File: config.mk
export PLATFORM = sky130hd
export DESIGN_NAME = pic_cascade_top
export DESIGN_NICKNAME = d
export VERILOG_FILES = /design/src/rtl/pic_cascade_pkg.sv /design/src/rtl/pic_line_resolver.sv /design/src/rtl/pic_ack_seq.sv /design/src/rtl/pic_cascade_top.sv
export SDC_FILE = /design/constraint.sdc
export NUM_CORES = 1
export LEC_CHECK = 0
export ABC_AREA = 1
export BUFFER_PORTS_ARGS = -buffer_cell sky130_fd_sc_hd__buf_2
export CAP_MARGIN = 40
export CORE_ASPECT_RATIO = 0.5
export CORE_MARGIN = 5
export CORE_UTILIZATION = 30
export CTS_CLUSTER_SIZE = 14
export DETAILED_ROUTE_END_ITERATION = 8
export PLACE_DENSITY = 0.45
export SETUP_SLACK_MARGIN = 0.3
export SLEW_MARGIN = 30
export SYNTH_ARGS = -nofsm -noshare
export SYNTH_HDL_FRONTEND = slang
export SYNTH_HIERARCHICAL = 1
export SYNTH_SLANG_ARGS = --single-unit
File: constraint.sdc
create_clock -name clk -period 1.5 [get_ports clk]
set_clock_uncertainty 0.1 [all_clocks]
set_input_delay 0.15 -clock clk [delete_from_list [all_inputs] [get_ports clk]]
set_output_delay 0.15 -clock clk [all_outputs]
set_load 0.02 [all_outputs]
File: src/rtl/pic_cascade_pkg.sv
package pic_cascade_pkg;

    localparam int LINES      = 8;
    localparam int LW         = $clog2(LINES);
    localparam int CTRLS      = 2;
    localparam int TOTAL      = LINES * CTRLS;
    localparam int VEC_W      = 8;

    localparam logic [LW-1:0] CASCADE_LINE  = LW'(2);
    localparam logic [LW-1:0] SPURIOUS_LINE = LW'(LINES - 1);

    typedef logic [LINES-1:0] line_vec_t;

    typedef struct packed {
        logic          valid;
        logic [LW-1:0] line;
    } winner_t;

    typedef enum logic [1:0] {
        SEQ_IDLE,
        SEQ_PRIMARY,
        SEQ_EMIT
    } seq_state_t;

    // Lowest-numbered pending line wins.
    function automatic winner_t pick_winner(input line_vec_t pend);
        winner_t w;
        w = '0;
        for (int i = LINES - 1; i >= 0; i--) begin
            if (pend[i]) begin
                w.valid = 1'b1;
                w.line  = LW'(i);
            end
        end
        return w;
    endfunction

    function automatic logic [VEC_W-1:0] form_vector(input logic [VEC_W-1:0] base,
                                                    input logic [LW-1:0]    line);
        return {base[VEC_W-1:LW], line};
    endfunction

endpackage

File: src/rtl/pic_line_resolver.sv
module pic_line_resolver
    import pic_cascade_pkg::*;
#(
    parameter line_vec_t LEVEL_MASK  = '0,
    parameter line_vec_t IGNORE_MASK = '0
) (
    input  logic          clk,
    input  logic          rst,
    input  line_vec_t     line_lvl,
    input  line_vec_t     inj_set,
    input  logic          ack_en,
    input  logic [LW-1:0] ack_line,
    output winner_t       win
);

    localparam line_vec_t EDGE_LINES = ~LEVEL_MASK & ~IGNORE_MASK;
    localparam line_vec_t LVL_LINES  = LEVEL_MASK & ~IGNORE_MASK;

    line_vec_t latched;
    line_vec_t prev_lvl;
    line_vec_t rise_hit;
    line_vec_t ack_bits;
    line_vec_t pending;

    always_comb begin
        rise_hit = line_lvl & ~prev_lvl & EDGE_LINES;
        ack_bits = ack_en ? (line_vec_t'(1) << ack_line) : '0;
        pending  = (latched & ~LEVEL_MASK) | (line_lvl & LVL_LINES);
        win      = pick_winner(pending);
    end

    // A new edge or injection in the acknowledge cycle wins over the clear.
    always_ff @(posedge clk) begin
        if (rst) begin
            latched  <= '0;
            prev_lvl <= '0;
        end else begin
            prev_lvl <= line_lvl;
            latched  <= ((latched & ~ack_bits) | rise_hit | inj_set) & ~LEVEL_MASK;
        end
    end

endmodule

File: src/rtl/pic_ack_seq.sv
module pic_ack_seq
    import pic_cascade_pkg::*;
#(
    parameter logic [VEC_W-1:0] PRI_BASE = 8'h40,
    parameter logic [VEC_W-1:0] SEC_BASE = 8'h70
) (
    input  logic             clk,
    input  logic             rst,
    input  logic             ack_req,
    input  winner_t          pri_win,
    input  winner_t          sec_win,
    output logic             pri_ack_en,
    output logic [LW-1:0]    pri_ack_line,
    output logic             sec_ack_en,
    output logic [LW-1:0]    sec_ack_line,
    output logic             busy,
    output logic [VEC_W-1:0] vec_out,
    output logic             vec_valid
);

    seq_state_t       state;
    winner_t          pri_sel;
    logic             cascade_step;
    logic [VEC_W-1:0] vec_next;

    always_comb begin
        busy         = (state != SEQ_IDLE);
        pri_ack_en   = (state == SEQ_PRIMARY) && pri_win.valid;
        pri_ack_line = pri_win.line;
        cascade_step = (state == SEQ_EMIT) && pri_sel.valid && (pri_sel.line == CASCADE_LINE);
        sec_ack_en   = cascade_step && sec_win.valid;
        sec_ack_line = sec_win.line;

        if (!pri_sel.valid)
            vec_next = form_vector(PRI_BASE, SPURIOUS_LINE);
        else if (pri_sel.line != CASCADE_LINE)
            vec_next = form_vector(PRI_BASE, pri_sel.line);
        else if (sec_win.valid)
            vec_next = form_vector(SEC_BASE, sec_win.line);
        else
            vec_next = form_vector(SEC_BASE, SPURIOUS_LINE);
    end

    always_ff @(posedge clk) begin
        if (rst) begin
            state     <= SEQ_IDLE;
            pri_sel   <= '0;
            vec_out   <= '0;
            vec_valid <= 1'b0;
        end else begin
            vec_valid <= 1'b0;
            case (state)
                SEQ_IDLE: begin
                    if (ack_req)
                        state <= SEQ_PRIMARY;
                end
                SEQ_PRIMARY: begin
                    pri_sel <= pri_win;
                    state   <= SEQ_EMIT;
                end
                SEQ_EMIT: begin
                    vec_out   <= vec_next;
                    vec_valid <= 1'b1;
                    state     <= SEQ_IDLE;
                end
                default: state <= SEQ_IDLE;
            endcase
        end
    end

endmodule

File: src/rtl/pic_cascade_top.sv
module pic_cascade_top
    import pic_cascade_pkg::*;
#(
    parameter logic [VEC_W-1:0] MASTER_BASE        = 8'h40,
    parameter logic [VEC_W-1:0] SLAVE_BASE         = 8'h70,
    parameter line_vec_t        MASTER_LEVEL_LINES = 8'h20,
    parameter line_vec_t        SLAVE_LEVEL_LINES  = 8'h40
) (
    input  logic             clk,
    input  logic             rst,
    input  logic [TOTAL-1:0] req_in,
    input  logic             ack_req,
    output logic             irq_out,
    output logic [VEC_W-1:0] vec_out,
    output logic             vec_valid
);

    localparam line_vec_t CASCADE_BIT = line_vec_t'(1) << CASCADE_LINE;

    line_vec_t     ctl_lines [CTRLS];
    winner_t       m_win;
    winner_t       s_win;
    line_vec_t     m_inj;
    logic          busy;
    logic          m_ack_en;
    logic [LW-1:0] m_ack_line;
    logic          s_ack_en;
    logic [LW-1:0] s_ack_line;

    for (genvar g = 0; g < CTRLS; g++) begin : g_route
        assign ctl_lines[g] = req_in[g*LINES +: LINES];
    end

    // Cascade request reaches primary line 2 only between sequences.
    assign m_inj   = (s_win.valid && !busy) ? CASCADE_BIT : '0;
    assign irq_out = m_win.valid;

    pic_line_resolver #(
        .LEVEL_MASK (MASTER_LEVEL_LINES & ~CASCADE_BIT),
        .IGNORE_MASK(CASCADE_BIT)
    ) u_master (
        .clk     (clk),
        .rst     (rst),
        .line_lvl(ctl_lines[0]),
        .inj_set (m_inj),
        .ack_en  (m_ack_en),
        .ack_line(m_ack_line),
        .win     (m_win)
    );

    pic_line_resolver #(
        .LEVEL_MASK (SLAVE_LEVEL_LINES),
        .IGNORE_MASK('0)
    ) u_slave (
        .clk     (clk),
        .rst     (rst),
        .line_lvl(ctl_lines[1]),
        .inj_set ('0),
        .ack_en  (s_ack_en),
        .ack_line(s_ack_line),
        .win     (s_win)
    );

    pic_ack_seq #(
        .PRI_BASE(MASTER_BASE),
        .SEC_BASE(SLAVE_BASE)
    ) u_seq (
        .clk         (clk),
        .rst         (rst),
        .ack_req     (ack_req),
        .pri_win     (m_win),
        .sec_win     (s_win),
        .pri_ack_en  (m_ack_en),
        .pri_ack_line(m_ack_line),
        .sec_ack_en  (s_ack_en),
        .sec_ack_line(s_ack_line),
        .busy        (busy),
        .vec_out     (vec_out),
        .vec_valid   (vec_valid)
    );

endmodule

# == Yosys cells after proc, flatten, opt, wreduce, memory -nomap -nowiden ==
# Cells that the tools add are included.
# op_classes
n_lt_le_gt_ge,0
div,0
mux,25
bitwise,13
n_addsub,0
reduce_logical,8
eq_ne,5
shifts,2
multipliers,0
# ops
op,n
2-to-1 mux 4 bit,16
bitwise AND 8 bit,4
2-to-1 mux 8 bit,4
inverter 8 bit,4
bitwise OR 8 bit,2
"left shift 1 x 3 -> 8 bit, first input constant",2
bitwise OR 8 x 3 -> 8 bit,1
bitwise OR 8 x 6 -> 8 bit,1
bitwise OR 8 x 7 -> 8 bit,1
2-to-1 mux 3 bit,2
logical AND 1 bit,5
one-hot mux 2 bit (2 select lines),1
"equality test 3 x 2 -> 1 bit, second input constant",1
"!= test 3 x 2 -> 1 bit, second input constant",1
"equality test 2 x 1 -> 1 bit, second input constant",1
"equality test 2 bit, second input constant",1
zero test 2 bit,1
2-to-1 mux 2 bit,1
"!= test 2 bit, second input constant",1
nonzero test 2 bit,1
zero test 1 bit,1
2-to-1 mux 1 bit,1
# totals
romBits,0
latch_bits,0
mem_bits_rw,0
inputBits,19
reg_bits,47
memories,0

# == Logic depth before layout (Yosys ltp) ==
# depth
ltp_word,15
mapped_depth,12
ltp_nobuf,11

# == Modules after synthesis ==
# Netlist, hierarchy kept.
# by_module_without_submodules
mod,instances,cells_each,seq_area_each_um2,area_per_inst_um2
pic_line_resolver at u_slave,1,88,280.3,596.8
pic_ack_seq,1,83,240.2,579.3
pic_line_resolver at u_master,1,84,260.2,561.8
pic_cascade_top,1,3,0.0,13.8

# == Worst setup path before layout ==
# Ideal clock, no wire load.
# synth_timing
kind,register to register
startpoint,register u_master.latched[6]
endpoint,register u_master.latched[0]
t_arrival_ps,1296
path_stages_with_launch,9
synth_period_minus_slack_ps,1465
setup_time_ps,70
path_slack_ps,35
path_cell_list,dfxtp_1 -> or2_1 -> nor3_2 -> nand2_1 -> nand2_1 -> inv_1 -> nand2_1 -> o21ai_0 -> a21oi_1
# synth_between
elab_chain_len,14
# synth_lines
element,line,rtl
"start, declared",pic_line_resolver.sv:19,line_vec_t latched;
"start signal, assigned",pic_line_resolver.sv:39,latched <= ((latched & ~ack_bits) | rise_hit | inj_set) & ~LEVEL_MASK;
bitwise OR 8 x 6 -> 8 bit,pic_line_resolver.sv:28,pending = (latched & ~LEVEL_MASK) | (line_lvl & LVL_LINES);
2-to-1 mux 4 bit (7 in series),pic_cascade_pkg.sv:30,if (pend[i]) begin
via irq_out,pic_cascade_top.sv:13,"output logic irq_out,"
logical AND 1 bit,pic_ack_seq.sv:28,pri_ack_en = (state == SEQ_PRIMARY) && pri_win.valid;
via m_ack_en,pic_cascade_top.sv:25,logic m_ack_en;
2-to-1 mux 8 bit,pic_line_resolver.sv:27,ack_bits = ack_en ? (line_vec_t'(1) << ack_line) : '0;
inverter 8 bit,pic_line_resolver.sv:39,
bitwise AND 8 bit,pic_line_resolver.sv:39,
bitwise OR 8 bit,pic_line_resolver.sv:39,
bitwise OR 8 x 3 -> 8 bit,pic_line_resolver.sv:39,
# The timed path passes the listed nets, and every way through them passes these cells.
# A chain may end at the register's enable or synchronous reset.

# == Final worst setup path ==
# layout_timing
startpoint,register u_master.latched[6]
endpoint,output port irq_out
# layout_between
elab_chain_len,8
# layout_lines
element,line
bitwise OR 8 x 6 -> 8 bit,pic_line_resolver.sv:28
2-to-1 mux 4 bit (7 in series),pic_cascade_pkg.sv:30
"end, declared",pic_cascade_top.sv:13
# No other way between the ends.

==> flow_metrics.env <==
export IMPL_rsz0062_at_grt="yes"
export IMPL_max_freq_mhz=657
export IMPL_min_delay_worst_endpoint="u_master/prev_lvl[4]$_SDFF_PP0_"
export IMPL_cp_cell_sequence="or2_4, nor3_4, nand2_2, buf_6"
export IMPL_grt_pass1_wl_um=6710
export IMPL_portBuffers=25
export IMPL_fin_ws_ps=-21.9
export IMPL_wl_met2_um=1810
export IMPL_fillers=570
export IMPL_setup_viol_count_final=2
export IMPL_grt_usage=0.109
export IMPL_peakVddDrop_v=0.000643
export IMPL_diodes=0
export IMPL_cts_tree="built"
export IMPL_ios=29
export IMPL_p_leak_nw=1.24
export IMPL_synth_most_common_cell="nor2_1"
export IMPL_critPathLaunchType="register"
export IMPL_cts_root_buf="clkbuf_16"
export IMPL_drt_pass1_iter_count=5
export IMPL_synth_edf_count=0
export IMPL_ys_top_cells_by_area="dfxtp_1, nor2_1, inv_1, nand2_1, a21oi_1"
export IMPL_drv_cap=0
export IMPL_grt_pass1_vias=1578
export IMPL_vias_per_cell=4.16
export IMPL_rows=19
export IMPL_violations="setup timing"
export IMPL_initial_core_util=0.315
export IMPL_routed_wl_met3_um=141
export IMPL_ys_flop_type="dfxtp_1"
export IMPL_antenna_left=0
export IMPL_cp_end_kind="output pin"
export IMPL_insertion_delay_ps=280
export IMPL_async_flop_share=0
export IMPL_synth_distinct_cells=21
export IMPL_crit_family="simple AND/OR/NAND/NOR gates"
export IMPL_max_stage_delay_ps=330
export IMPL_crit_arrival_ps=1270
export IMPL_cts_htree_levels=2
export IMPL_drcViolationCount=0
export IMPL_num_vias=1608
export IMPL_hp_start="req_in[4]"
export IMPL_grt_overflow_total=0
export IMPL_syn_avg_cell_area_um2=6.79
export IMPL_clock_sinks=39
export IMPL_finalHoldViolations=0
export IMPL_dp_cells=360
export IMPL_outcome="complete, but fails checks"
export IMPL_yosysTopAreaCellShare=0.446
export IMPL_path_clk_slew_ps=60
export IMPL_drive_above_1_share=0.373
export IMPL_report_final_slew_viol_count=0
export IMPL_path_max_fanout=3
export IMPL_power_mw=2.96
export IMPL_synth_top_cell_by_area="dfxtp_1"
export IMPL_path_buf_inv=1
export IMPL_die_x_um=118
export IMPL_worstHoldPathCells=3
export IMPL_routed_wl_um=3930
export IMPL_topRoutingLayerUsed="met4"
export IMPL_synthToLayoutAreaGrowth_pct=47.3
export IMPL_grt_max_degree=19
export IMPL_critPathKind="reg -> out"
export IMPL_final_nets=332
export IMPL_reg2reg_slack_ps=-20
export IMPL_cts_max_path_buffers=2
export IMPL_initialDrtViolationCount=56
export IMPL_netlist_area_um2=1750
export IMPL_r2r_start="u_slave/latched[7]$_SDFF_PP0_"
export IMPL_layout_cells_non_filler=387
export IMPL_core_um2=5560
export IMPL_ys_warn_count=6
export IMPL_hold_path_class="in -> reg"
export IMPL_fin_setup_tns_ps=-37.0
export IMPL_die_area_um2=7560
export IMPL_wl_met1_um=1940
export IMPL_cp_slowest_cell="dfxtp_2"
export IMPL_r2r_end="u_seq/vec_out[2]$_SDFFE_PP0N_"
export IMPL_die_h_um=64.0
export IMPL_min_period_ps=1520
export IMPL_dp_slack_ps=21.1
export IMPL_power_density_nw_per_um2=1150
export IMPL_path_depth=4
export IMPL_cts_made_buffers=5
export IMPL_wl_per_cell_um=10.2
export IMPL_cp_data_required_time_ps=1250
export IMPL_synth_commonest_cells="nor2_1, inv_1, nand2_1"
export IMPL_ys_ff_latch=39
export IMPL_finalCritPeriodShare=1.01
export IMPL_synth_yosys_seq_area_share=0.446
export IMPL_reg2reg_depth=8
export IMPL_globalplace_congestion=0.776
export IMPL_syn_inst=258
export IMPL_dp_final_hpwl_um=2590
export IMPL_antenna_found_initial=0
power by group:
group          internal [mW]  leakage [nW]  switching, mW
Clock                  0.953        0.0900          0.428
Sequential              1.10         0.325         0.0443
Combinational          0.183         0.827          0.244
Total                   2.24          1.24          0.716
cells in the final DEF (no fill, tap or decap), types with 2 or more instances in the layout:
cell	netlist	routed
a21oi_2	2	3
a21oi_1	19	16
nor3_4	0	2
buf_4	9	2
dfxtp_1	39	30
buf_6	0	7
a21oi_4	0	2
nor2_2	2	3
clkbuf_16	0	5
o21ai_2	0	11
bufinv_16	0	2
or2_4	0	3
buf_2	3	24
nand2_4	0	4
dlygate4sd3_1	0	13
nand3_2	0	3
inv_2	4	16
o21ai_1	1	7
nor2_4	1	4
nand4_1	2	2
conb_1	2	15
nand2_1	41	26
nand2_2	2	13
dfxtp_2	0	9
inv_1	44	31
nor2_1	57	53
worst reg2reg max path: cells and delay by family (launching register included):
family	cells	cell delay, ps
AND/OR/NAND/NOR	5	700
flip-flops	1	320
buffers and inverters	2	200
AO/OA/AOI/OAI	1	120
routing by layer:
metal | up-vias | track usage
li1 | 871 | -
met1 | 706 | 0.125
met2 | 26 | 0.188
met3 | 5 | 0.0414
met4 | 0 | 0.0386
met5 | - | 0
layout make-up:
class	count	area, um^2	area share
multi-input combinational	172	957	0.371
sequential	39	792	0.307
timing repair buffer	47	364	0.141
inverter	48	183	0.0708
clock buffer	5	125	0.0485
tap	73	91.3	0.0354
clock inverter	3	67.6	0.0262
logic make-up after synthesis:
kind of cell	Yosys count	synth area share
flip-flops	39	0.446
other	2	0.00429
AND/OR/NAND/NOR	115	0.274
buffers and inverters	60	0.150
AO/OA/AOI/OAI	42	0.126
through the flow:
stage               area, um^2  hold WS, ps   util
floorplan                 1820          119      -
global placement          1980          262  0.357
detailed placement        1980          270  0.357
CTS                       2500         4.32  0.450
global route              2580         14.8  0.464
finish                    2580         3.29  0.464
state kept, by name (all words and copies together) (netlist names):
signal / flops
u_seq/vec_out: 5
u_slave/latched: 7
u_master/prev_lvl: 6
u_seq/vec_valid: 1
u_seq/pri_sel: 4
u_slave/prev_lvl: 7
u_seq/state: 2
u_master/latched: 7
how the worst max path moves through the flow:
stage / from / endpoint / slack [ps]
3_3_place_gp: u_master/latched[7]$_SDFF_PP0_ / u_master/latched[6]$_SDFF_PP0_ / 50
6_report: u_master/latched[6]$_SDFF_PP0_ / irq_out / -20
4_1_cts: u_master/latched[6]$_SDFF_PP0_ / irq_out / -0.3
3_5_place_dp: u_master/latched[7]$_SDFF_PP0_ / u_master/latched[6]$_SDFF_PP0_ / 20
5_1_grt: u_slave/latched[7]$_SDFF_PP0_ / u_seq/vec_out[2]$_SDFFE_PP0N_ / -100
2_1_floorplan: u_master/latched[6]$_SDFF_PP0_ / u_master/latched[0]$_SDFF_PP0_ / 100
what timing repair did:
| item | CTS | global route |
|---|---|---|
| setup endpoints to repair | 21 | 22 |
| pin swaps | 18 | 9 |
| hold buffers | 13 | 0 |
| resized for setup | 54 | 26 |
| buffers inserted | 5 | 1 |
| hold endpoints to repair | 13 | 0 |
(Power assumes the default switching activity.)
